===== src/rtl/ebc_pkg.sv =====
package ebc_pkg;
    localparam int ADDR_W  = 24;
    localparam int DATA_W  = 16;
    localparam int NUM_WIN = 4;
    localparam int WAIT_W  = 4;
    localparam int GRAIN_W = 16;

    typedef enum logic [2:0] {
        ST_IDLE,
        ST_SETUP,
        ST_STROBE,
        ST_DONE,
        ST_FAIL
    } bus_state_e;
endpackage


===== src/rtl/ebc_decode.sv =====
module ebc_decode #(
    parameter int NUM_WIN = ebc_pkg::NUM_WIN,
    parameter int ADDR_W  = ebc_pkg::ADDR_W,
    parameter int GRAIN_W = ebc_pkg::GRAIN_W,
    localparam int IDX_W  = (NUM_WIN > 1) ? $clog2(NUM_WIN) : 1
) (
    input  logic [ADDR_W-1:0]         addr,
    input  logic [NUM_WIN*ADDR_W-1:0] cfg_base,
    input  logic [NUM_WIN*ADDR_W-1:0] cfg_mask,
    output logic                      hit,
    output logic [IDX_W-1:0]          hit_idx
);
    localparam logic [ADDR_W-1:0] KEEP = {{(ADDR_W-GRAIN_W){1'b1}}, {GRAIN_W{1'b0}}};

    logic [NUM_WIN-1:0] match;

    for (genvar g = 0; g < NUM_WIN; g++) begin : g_win
        logic [ADDR_W-1:0] diff;
        assign diff     = (addr ^ cfg_base[g*ADDR_W +: ADDR_W]) & cfg_mask[g*ADDR_W +: ADDR_W] & KEEP;
        assign match[g] = (diff == '0);
    end

    // lowest index wins: scan downward so the last assignment is the lowest
    always_comb begin
        hit     = 1'b0;
        hit_idx = '0;
        for (int i = NUM_WIN - 1; i >= 0; i--) begin
            if (match[i]) begin
                hit     = 1'b1;
                hit_idx = IDX_W'(i);
            end
        end
    end
endmodule


===== src/rtl/ebc_seq.sv =====
module ebc_seq #(
    parameter int NUM_WIN = ebc_pkg::NUM_WIN,
    parameter int ADDR_W  = ebc_pkg::ADDR_W,
    parameter int DATA_W  = ebc_pkg::DATA_W,
    parameter int WAIT_W  = ebc_pkg::WAIT_W,
    localparam int IDX_W  = (NUM_WIN > 1) ? $clog2(NUM_WIN) : 1,
    localparam int HALF_W = DATA_W / 2
) (
    input  logic                      clk,
    input  logic                      rst_n,
    input  logic [NUM_WIN*WAIT_W-1:0] cfg_wait,
    input  logic [NUM_WIN-1:0]        cfg_wide,
    input  logic                      req_valid,
    input  logic                      req_write,
    input  logic                      req_size,
    input  logic [ADDR_W-1:0]         req_addr,
    input  logic [DATA_W-1:0]         req_wdata,
    input  logic                      hit,
    input  logic [IDX_W-1:0]          hit_idx,
    output logic                      req_ack,
    output logic                      req_err,
    output logic [DATA_W-1:0]         req_rdata,
    output logic [ADDR_W-1:0]         ext_addr,
    output logic [DATA_W-1:0]         ext_dout,
    input  logic [DATA_W-1:0]         ext_din,
    output logic                      ext_oe_n,
    output logic                      ext_we_n,
    output logic [NUM_WIN-1:0]        ext_cs_n,
    input  logic                      ext_rdy
);
    import ebc_pkg::*;

    bus_state_e         state_q, state_d;
    logic [ADDR_W-1:0]  addr_q;
    logic [DATA_W-1:0]  wdata_q;
    logic [DATA_W-1:0]  rdata_q;
    logic               write_q;
    logic               size_q;
    logic               phase_q;
    logic [IDX_W-1:0]   win_q;
    logic [WAIT_W-1:0]  cnt_q;

    logic [WAIT_W-1:0]  wait_sel;
    logic               wide_sel;
    logic               split;
    logic               end_cyc;

    assign wait_sel = cfg_wait[win_q*WAIT_W +: WAIT_W];
    assign wide_sel = cfg_wide[win_q];
    assign split    = size_q & ~wide_sel;
    assign end_cyc  = (state_q == ST_STROBE) && (cnt_q == '0) && ext_rdy;

    // next-state logic
    always_comb begin
        state_d = state_q;
        unique case (state_q)
            ST_IDLE:   if (req_valid) state_d = hit ? ST_SETUP : ST_FAIL;
            ST_SETUP:  state_d = ST_STROBE;
            ST_STROBE: if (end_cyc) state_d = (split && !phase_q) ? ST_SETUP : ST_DONE;
            ST_DONE:   state_d = ST_IDLE;
            ST_FAIL:   state_d = ST_IDLE;
            default:   state_d = ST_IDLE;
        endcase
    end

    // state register and datapath registers
    always_ff @(posedge clk or negedge rst_n) begin
        if (!rst_n) begin
            state_q <= ST_IDLE;
            addr_q  <= '0;
            wdata_q <= '0;
            rdata_q <= '0;
            write_q <= 1'b0;
            size_q  <= 1'b0;
            phase_q <= 1'b0;
            win_q   <= '0;
            cnt_q   <= '0;
        end else begin
            state_q <= state_d;
            if (state_q == ST_IDLE && req_valid) begin
                addr_q  <= req_addr;
                wdata_q <= req_wdata;
                write_q <= req_write;
                size_q  <= req_size;
                win_q   <= hit_idx;
                phase_q <= 1'b0;
                rdata_q <= '0;
            end
            if (state_q == ST_SETUP) cnt_q <= wait_sel;
            if (state_q == ST_STROBE && cnt_q != '0) cnt_q <= cnt_q - 1'b1;
            if (end_cyc) begin
                if (!write_q) begin
                    if (size_q && wide_sel)  rdata_q <= ext_din;
                    else if (!phase_q)       rdata_q <= {{HALF_W{1'b0}}, ext_din[HALF_W-1:0]};
                    else                     rdata_q[DATA_W-1:HALF_W] <= ext_din[HALF_W-1:0];
                end
                if (split && !phase_q) phase_q <= 1'b1;
            end
        end
    end

    // outputs
    always_comb begin
        ext_cs_n  = '1;
        ext_oe_n  = 1'b1;
        ext_we_n  = 1'b1;
        req_ack   = 1'b0;
        req_err   = 1'b0;
        unique case (state_q)
            ST_SETUP: begin
                ext_cs_n[win_q] = 1'b0;
                ext_oe_n        = write_q;
            end
            ST_STROBE: begin
                ext_cs_n[win_q] = 1'b0;
                ext_oe_n        = write_q;
                ext_we_n        = ~write_q;
            end
            ST_DONE:  req_ack = 1'b1;
            ST_FAIL: begin
                req_ack = 1'b1;
                req_err = 1'b1;
            end
            default: ;
        endcase
        ext_addr  = addr_q + ADDR_W'(phase_q);
        if (size_q && wide_sel) ext_dout = wdata_q;
        else if (phase_q)       ext_dout = {{HALF_W{1'b0}}, wdata_q[DATA_W-1:HALF_W]};
        else                    ext_dout = {{HALF_W{1'b0}}, wdata_q[HALF_W-1:0]};
        req_rdata = rdata_q;
    end
endmodule


===== src/rtl/ebc_bus_ctrl.sv =====
module ebc_bus_ctrl #(
    parameter int NUM_WIN = ebc_pkg::NUM_WIN,
    parameter int ADDR_W  = ebc_pkg::ADDR_W,
    parameter int DATA_W  = ebc_pkg::DATA_W,
    parameter int WAIT_W  = ebc_pkg::WAIT_W,
    parameter int GRAIN_W = ebc_pkg::GRAIN_W,
    localparam int IDX_W  = (NUM_WIN > 1) ? $clog2(NUM_WIN) : 1
) (
    input  logic                      clk,
    input  logic                      rst_n,
    input  logic [NUM_WIN*ADDR_W-1:0] cfg_base,
    input  logic [NUM_WIN*ADDR_W-1:0] cfg_mask,
    input  logic [NUM_WIN*WAIT_W-1:0] cfg_wait,
    input  logic [NUM_WIN-1:0]        cfg_wide,
    input  logic                      req_valid,
    input  logic                      req_write,
    input  logic                      req_size,
    input  logic [ADDR_W-1:0]         req_addr,
    input  logic [DATA_W-1:0]         req_wdata,
    output logic                      req_ack,
    output logic                      req_err,
    output logic [DATA_W-1:0]         req_rdata,
    output logic [ADDR_W-1:0]         ext_addr,
    output logic [DATA_W-1:0]         ext_dout,
    input  logic [DATA_W-1:0]         ext_din,
    output logic                      ext_oe_n,
    output logic                      ext_we_n,
    output logic [NUM_WIN-1:0]        ext_cs_n,
    input  logic                      ext_rdy
);
    logic             hit;
    logic [IDX_W-1:0] hit_idx;

    ebc_decode #(
        .NUM_WIN (NUM_WIN),
        .ADDR_W  (ADDR_W),
        .GRAIN_W (GRAIN_W)
    ) u_decode (
        .addr     (req_addr),
        .cfg_base (cfg_base),
        .cfg_mask (cfg_mask),
        .hit      (hit),
        .hit_idx  (hit_idx)
    );

    ebc_seq #(
        .NUM_WIN (NUM_WIN),
        .ADDR_W  (ADDR_W),
        .DATA_W  (DATA_W),
        .WAIT_W  (WAIT_W)
    ) u_seq (
        .clk       (clk),
        .rst_n     (rst_n),
        .cfg_wait  (cfg_wait),
        .cfg_wide  (cfg_wide),
        .req_valid (req_valid),
        .req_write (req_write),
        .req_size  (req_size),
        .req_addr  (req_addr),
        .req_wdata (req_wdata),
        .hit       (hit),
        .hit_idx   (hit_idx),
        .req_ack   (req_ack),
        .req_err   (req_err),
        .req_rdata (req_rdata),
        .ext_addr  (ext_addr),
        .ext_dout  (ext_dout),
        .ext_din   (ext_din),
        .ext_oe_n  (ext_oe_n),
        .ext_we_n  (ext_we_n),
        .ext_cs_n  (ext_cs_n),
        .ext_rdy   (ext_rdy)
    );
endmodule


===== config.mk =====
export PLATFORM = sky130hd
export DESIGN_NAME = ebc_bus_ctrl
export DESIGN_NICKNAME = d
export VERILOG_FILES = /design/src/rtl/ebc_pkg.sv /design/src/rtl/ebc_decode.sv /design/src/rtl/ebc_seq.sv /design/src/rtl/ebc_bus_ctrl.sv
export SDC_FILE = /design/constraint.sdc
export NUM_CORES = 1
export LEC_CHECK = 0
export CAP_MARGIN = 5
export CORE_AREA = 2 2 132 134
export DETAILED_ROUTE_END_ITERATION = 16
export DIE_AREA = 0 0 134 136
export MAX_ROUTING_LAYER = met4
export PLACE_DENSITY = 0.61
export SYNTH_ARGS = -nofsm -noshare
export SYNTH_HDL_FRONTEND = slang
export SYNTH_SLANG_ARGS = --single-unit

===== constraint.sdc =====
create_clock -name clk -period 3.5 [get_ports clk]
set_input_delay 0.7 -clock clk [delete_from_list [all_inputs] [get_ports clk]]
set_output_delay 0.7 -clock clk [all_outputs]
set_load 0.03 [all_outputs]

Word-level counts from Yosys, hierarchy flattened --
Index checks and enable logic that the tools add are counted. Widths: inputs -> output; s select.
Word-level totals: word-level logic and storage cells 86, output and inout bits 64, flip-flop bits (word level) 68
Operators by class: muxes and demuxes 35, equal/unequal tests 6, add/subtract/negate cells 2, reductions and logical operators 19, bitwise operators 12, order comparisons 2, shift operators 1
Operators by type and width (number):
- $and 24x24->24 | 4
- $logic_not 24->1 | 4
- $xor 24x24->24 | 4
- $mux 16 | 5
- $add 24x1->24 | 1
- $mux 8 | 3
- $shiftx 16x5->4 | 1
- $mux 1 | 13
- $mux 4 | 3
- $mux 2 | 5
- $mux 3 | 3
- $pmux 3 s3 | 1
- $logic_and 1x1->1 | 7
- $eq 3x2->1 const B | 2
- $logic_not 4->1 | 1
- $not 4->4 | 1
- $reduce_bool 4->1 | 1
- $reduce_or 2->1 | 2
- $sub 4x1->4 const B | 1
- $eq 3x1->1 const B | 1
- $eq 3x3->1 const B | 1
- $logic_not 3->1 | 1
- $lt 2x3->1 const B | 1
- $bmux 1 s2 | 1
- 9 further kinds | 10

Depth between registers and ports, before layout --
Gate-level depths: netlist of the first run.
depth after elaboration 10, gate-level depth with buffers 8, depth with buffers taken out 7

Cells and area by module --
Synthesis of the first run repeated with hierarchy kept, for this count alone.
Second synthesis, totals: cells, all modules 458, area, all modules 4082.7 um2
By module, submodules not included:
- ebc_seq | area an instance 3628.5 um2, instances 1, cells each 401, seq. area each 1701.6 um2
- ebc_decode | area an instance 454.2 um2, instances 1, cells each 57, seq. area each 0.0 um2

Worst setup path after synthesis of the first run --
Ideal clock, no wire load.
path kind input-to-output, start input port cfg_wide[3], end output port ext_dout[0], path buffers 0, cell stages on the path 3, slack 829 ps, data arrival time 1971 ps, path through mux4_2 > a21boi_4 > mux2_2
On the way: cells in the longest elaborated chain, start to end 4
Ends and longest elaborated chain:
- from (decl) | RTL line ebc_bus_ctrl.sv:14 | input logic [NUM_WIN-1:0] cfg_wide,
- $bmux 1 s2 | RTL line ebc_seq.sv:49 | assign wide_sel = cfg_wide[win_q];
- $mux 1 (implied by the code) | RTL line ebc_seq.sv:49
- $logic_and 1x1->1 | RTL line ebc_seq.sv:127 | if (size_q && wide_sel) ext_dout = wdata_q;
- $mux 16 | RTL line ebc_seq.sv:127
- to (decl) | RTL line ebc_bus_ctrl.sv:24 | output logic [DATA_W-1:0] ext_dout,
No other way between the ends. The select of a mux whose other input is x is not followed.

Worst setup path after layout of the first run --
start input port cfg_wide[3], end output port ext_dout[1]
Same word-level chain as after synthesis.

==> impl_metrics.yaml, run 1 <==
floorplanning:
  io_pins: 338
  die_area_um2: 18200
  core_area_um2: 16900
  die_h_um: 136
  rows: 48
  start_util_pct: 24.1
  dieWidth_um: 134
timing:
  final.period_utilization_pct: 96.8
  relSlewSlack_pct: 39.0
  hold_viol: 0
  finalSetupViolCount: 0
  fmax_ghz: 0.295
  grt_setup_unrepaired: "false"
  slew_violations: 0
  tns_ns: 0
  tightestPinTransition_ns: 0.915
  fin_skew_ns: 0.00365
  min_period_ns: 3.39
logic_synthesis:
  yosys_warnings: 0
  yosysTopAreaCell: "dfrtp_1"
  syn_nets: 753
  synth.ff_latch_count: 68
  syn_avg_cell_area_um2: 8.53
  synth_most_common_cell: "nand2_1"
  netlist_top_cells_count: "171 x nand2_1, 68 x dfrtp_1, 37 x xor2_1"
  synthArstFlopShare_pct: 100
  synth-edff-count: 0
  synth_area_leaders: "dfrtp_1 42%, nand2_1 16%, xor2_1 8.0%"
  seq_area_frac_synth_pct: 41.9
  netlist_area_um2: 4060
  synth_top_area_share_pct: 41.9
  ys_types: 40
  synth_cells: 476
  ys.flop_type: "dfrtp_1"
setup_path:
  critPathCaptureType: "primary output"
  critPathLaunchType: "input port"
  worstPathArrival_ns: 2.69
  cp_max_fo: 6
  critical_path_class: "in -> out"
  cp_data_required_time_ns: 2.80
routing:
  viasPerCell: 4.40
  postRouteAntennaNets: 0
  drt_iter0_markers: 161
  wire_per_inst_um: 15.1
  num_vias: 3996
  wirelength_mm: 13.7
  drcViolationCount: 0
  drtPass1Iterations: 4
global_route:
  gr-total-overflow: 0
  grt_usage_pct: 15.6
  grt_max_degree: 69
  antenna_found_initial: 2
  grt_pass1_wl_mm: 21.4
  grt_pass1_vias: 3972
placement:
  io_buffers: 209
  dp_hpwl_mm: 10.3
  gp_congestion: 0.763
  placed_cells: 892
  dpl-instance-area_um2: 6390
clock_tree:
  post-cts-setup-buffer-count: 0
  clock_latency_ns: 0.33
  ctsRootBufferMaster: "clkbuf_16"
  htree_levels: 3
  cts_tree: "yes"
  cts.sinks: 68
  cts_max_path_buffers: 2
  clk_pin_slew_ns: 0.05
  numCtsBuffers: 9
final_layout:
  multi_input_area_um2: 2220
  nets: 955
  drive_above_1_share_pct: 7.49
  n_fill_cell: 1724
  finalNonFillerCells: 908
  postLayoutCoreUtil_pct: 39.6
  regArea_um2: 1700
  areaGrowthSynthToFinish_pct: 64.8
  design_area_um2: 6690
power_and_ir_drop:
  power_density_nw_per_um2: 721
  vdd_drop_max_uv: 466
  p_leak_uw: 0.00294
job:
  max_cap_violations: 0
run_status:
  outcome: "finished, final reports clean"
min_path:
  holdCritPathClass: "reg -> reg"
==> state kept, by name, summed over array words and instances (netlist names) <==
register and cells:
u_seq.phase_q 1, u_seq.wdata_q 16, u_seq.write_q 1, u_seq.addr_q 24, u_seq.win_q 2, u_seq.size_q 1, u_seq.state_q 3, u_seq.req_rdata 16
u_seq.cnt_q 4
==> layout make-up <==
cell class	count	area share, %
Sequential cell	68	25.4
Antenna cell	2	0.0748
Clock buffer	12	3.83
Multi-Input combinational cell	375	33.2
Timing Repair Buffer	221	32.6
Tap cell	225	4.21
Clock inverter	2	0.524
Inverter	3	0.168
==> cell families after synthesis <==
group                    count (synthesis)  share of synthesized area, %
multiplexers                            13                          4.99
adder cells (fa/ha/maj)                  3                         0.925
AO/OA/AOI/OAI                           56                          9.13
buffers and inverters                   33                          3.54
XOR/XNOR                                54                          11.7
AND/OR/NAND/NOR                        249                          27.8
flip-flops                              68                          41.9
==> path summary, 6_finish.rpt <==
kind | slack [ns] | startpoint | endpoint | depth (start not counted)
setup reg to reg | 1.39 | u_seq.state_q[1] | u_seq.addr_q[7] | 5
hold / removal | 0.47 | u_seq.wdata_q[2] | u_seq.wdata_q[2] | 2
min in group asynchronous | 0.50 | rst_n | u_seq.addr_q[6] | 1
setup / recovery | 0.11 | cfg_wide[3] | ext_dout[1] | 6
max in group asynchronous | 2.40 | rst_n | u_seq.cnt_q[1] | 1
hold reg to reg | 0.47 | u_seq.wdata_q[2] | u_seq.wdata_q[2] | 2
==> worst max-delay path, stage by stage <==
cell and delay, ns:
clkdlybuf4s50_1 0.40, mux4_2 0.55, a21boi_4 0.30, buf_4 0.22
mux2_2 0.34, buf_4 0.17
==> power by group <==
part	internal [uW]	leakage [uW]	switching, uW
combinational	1090	0.00192	1390
clock	581	0.000145	324
sequential	1110	0.000872	322
total	2780	0.00294	2040
==> per-stage QoR <==
step | worst slack, ns | total power [uW] | hold WS (ns)
after floorplan | 0.829 | 2930 | 0.404
after global placement | -0.115 | 3970 | 0.453
after detailed placement | -0.146 | 3990 | 0.461
after CTS | 0.0135 | 4910 | 0.475
after global routing | 0.0302 | 5180 | 0.490
final | 0.113 | 4820 | 0.468
==> cells in the final DEF, fill, tap and decap left out, types with 10 or more instances in the layout <==
cell type,count
clkdlybuf4s50_1,194
nand2_1,171
dfrtp_1,68
xor2_1,37
nand3_1,19
xnor2_1,17
buf_4,17
a22oi_1,16
o21ai_0,12
and3_1,11
a21oi_1,10
==> per-layer routing <==
| layer | up-vias | global-route usage (%) | wire length (um) |
|---|---|---|---|
| met5 | - | - | 0 |
| met2 | 156 | 22.3 | 5650 |
| met4 | 0 | 2.66 | 118 |
| met1 | 1826 | 20.1 | 6360 |
| met3 | 12 | 7.98 | 1570 |
| li1 | 2002 | - | - |
==> repair_timing <==
action | in CTS | in global routing
hold buffers | 0 | 0
setup endpoints to repair | 6 | 3
resized for setup | 6 | 3
pin swaps | 0 | 0
Note: power is estimated with default switching activity, not from simulation.
==> run 2: changes to the inputs <==
--- a/config.mk
+++ b/config.mk
@@ -7,6 +7,7 @@
 export LEC_CHECK = 0
 export CAP_MARGIN = 5
 export CORE_AREA = 2 2 132 134
+export CTS_CLUSTER_SIZE = 10
 export DETAILED_ROUTE_END_ITERATION = 16
 export DIE_AREA = 0 0 134 136
 export MAX_ROUTING_LAYER = met4
==> results of run 2 <==
The final DEF is identical to that of run 1; final timing and power are the same.
==> run 3: changes to the inputs <==
--- a/config.mk
+++ b/config.mk
@@ -10,6 +10,7 @@
 export CTS_CLUSTER_SIZE = 10
 export DETAILED_ROUTE_END_ITERATION = 16
 export DIE_AREA = 0 0 134 136
+export GPL_TIMING_DRIVEN = 0
 export MAX_ROUTING_LAYER = met4
 export PLACE_DENSITY = 0.61
 export SYNTH_ARGS = -nofsm -noshare
==> impl_metrics.yaml, run 3 (same netlist as run 1, synthesis figures left out) <==
global_route:
  gr-usage-met1_pct: 21.6
  grt_max_degree: 40
  busiest_layer: "met2"
  antenna_found_initial: 1
  grt_pass1_wl_mm: 21.8
  grt_usage_pct: 15.9
  grt_pass1_vias: 3994
  use_met3_pct: 6.08
  gr-total-overflow: 0
  grt_use_met2_pct: 22.5
final_layout:
  final_common_cell: "clkdlybuf4s50_1"
  design_area_um2: 6720
  finalNonFillerCells: 924
  final_cell_mix: "182 x clkdlybuf4s50_1, 171 x nand2_1, 68 x dfrtp_1"
  drive_above_1_share_pct: 6.88
  largest_reg_flops: 24
  top_register: "u_seq.addr_q"
  nets: 970
  areaGrowthSynthToFinish_pct: 65.4
power_and_ir_drop:
  p_leak_uw: 0.00296
  swShare_pct: 42.6
  power_density_nw_per_um2: 730
  clkPwrFrac_pct: 20.2
  p_int_uw: 2820
  vdd_drop_max_uv: 420
  pwr-share-comb_pct: 51.4
  seqPwrFrac_pct: 28.4
  p_switching_uw: 2090
job:
  max_cap_violations: 0
clock_tree:
  numCtsBuffers: 9
  clock_latency_ns: 0.34
  clk_pin_slew_ns: 0.05
  htree_levels: 3
  cts_tree: "yes"
  cts_max_path_buffers: 2
  ctsRootBufferMaster: "clkbuf_16"
  cts.sinks: 68
setup_path:
  cp_data_required_time_ns: 2.80
  r2r-start: "u_seq.state_q[1]"
  rrSetupSlack_ns: 1.40
  worstPathArrival_ns: 2.71
  regToRegEndpoint: "u_seq.req_rdata[4]"
  rr_worst_depth: 7
  cp_max_fo: 10
  critical_path_class: "in -> out"
  critPathLaunchType: "input port"
  critPathCaptureType: "primary output"
routing:
  drtPass1Iterations: 4
  drcViolationCount: 0
  drt_iter0_markers: 124
  viasPerCell: 4.41
  wire_per_inst_um: 15.3
  num_vias: 4074
  postRouteAntennaNets: 0
  wirelength_mm: 14.2
placement:
  post-place-ws_ns: -0.303
  placed_cells: 904
  gp_congestion: 0.810
  dpl-instance-area_um2: 6370
  dp_hpwl_mm: 11.0
  io_buffers: 201
timing:
  hold_viol: 0
  finalSetupViolCount: 0
  tightestPinTransition_ns: 0.620
  grt_setup_unrepaired: "false"
  final.period_utilization_pct: 97.4
  setup_ws_ns: 0.0927
  min_period_ns: 3.41
  tns_ns: 0
  relSlewSlack_pct: 58.6
  whs_ns: 0.304
  fmax_ghz: 0.293
  fin_skew_ns: 0.0107
  slew_violations: 0
min_path:
  holdCritPathClass: "in -> async"
floorplanning:
  dieWidth_um: 134
  die_area_um2: 18200
  core_area_um2: 16900
  die_h_um: 136
  rows: 48
  start_util_pct: 24.1
  io_pins: 338
run_status:
  outcome: "finished, final reports clean"
## run 3: how the worst max path moves through the flow
stage | from | to | slack, ns | cells after the start
CTS | cfg_wide[3] | ext_dout[11] | 0.008 | 5
global route | u_seq.phase_q | ext_addr[15] | 0.01 | 7
global placement | rst_n | u_seq.req_rdata[6] | -0.83 | 1
finish | cfg_wide[3] | ext_dout[14] | 0.09 | 5
detailed placement | cfg_wide[3] | ext_dout[1] | -0.30 | 5
floorplan | cfg_wide[3] | ext_dout[0] | 0.83 | 3
## run 3: repair_timing
item / CTS / global route
gates resized for setup: 18 / 5
hold buffers: 0 / 0
endpoints found under the setup margin: 19 / 8
pin swaps: 1 / 0
buffers inserted: 3 / 0
## run 3: power groups by stage
stage | registers, uW | logic [uW] | clock network, uW
2_1_floorplan | 1420 | 1510 | 0
3_3_place_gp | 1400 | 2580 | 0
3_5_place_dp | 1410 | 2590 | 0
4_1_cts | 1390 | 2550 | 1010
5_1_grt | 1440 | 2750 | 1050
6_report | 1390 | 2520 | 991
## run 3: stage by stage
step / total power [uW] / util [%]
2_1_floorplan: 2930 / -
3_3_place_gp: 3980 / 37.6
3_5_place_dp: 4000 / 37.8
4_1_cts: 4960 / 39.7
5_1_grt: 5240 / 39.8
6_report: 4900 / 39.8
## run 3: worst max-delay path: stages
cell and delay (ns):
clkdlybuf4s50_1 0.41, mux4_2 0.54, clkbuf_2 0.24, and3_1 0.22, clkdlybuf4s50_1 0.59
## run 3: cell type report
class	count	area (um^2)
well taps	225	282
clock inverters	4	72.6
inverters	3	11.3
plain buffers	30	134
multi-input cells	375	2220
clock buffers	12	246
diodes	1	2.50
flip-flops and latches	68	1700
fillers	1719	10200
repair buffers	206	2040
## run 3: layer usage
metal	routed length, um	part of all wire, %
met1	6930	49
met2	5870	41
met3	1280	9.0
met4	93	0.66
met5	0	0
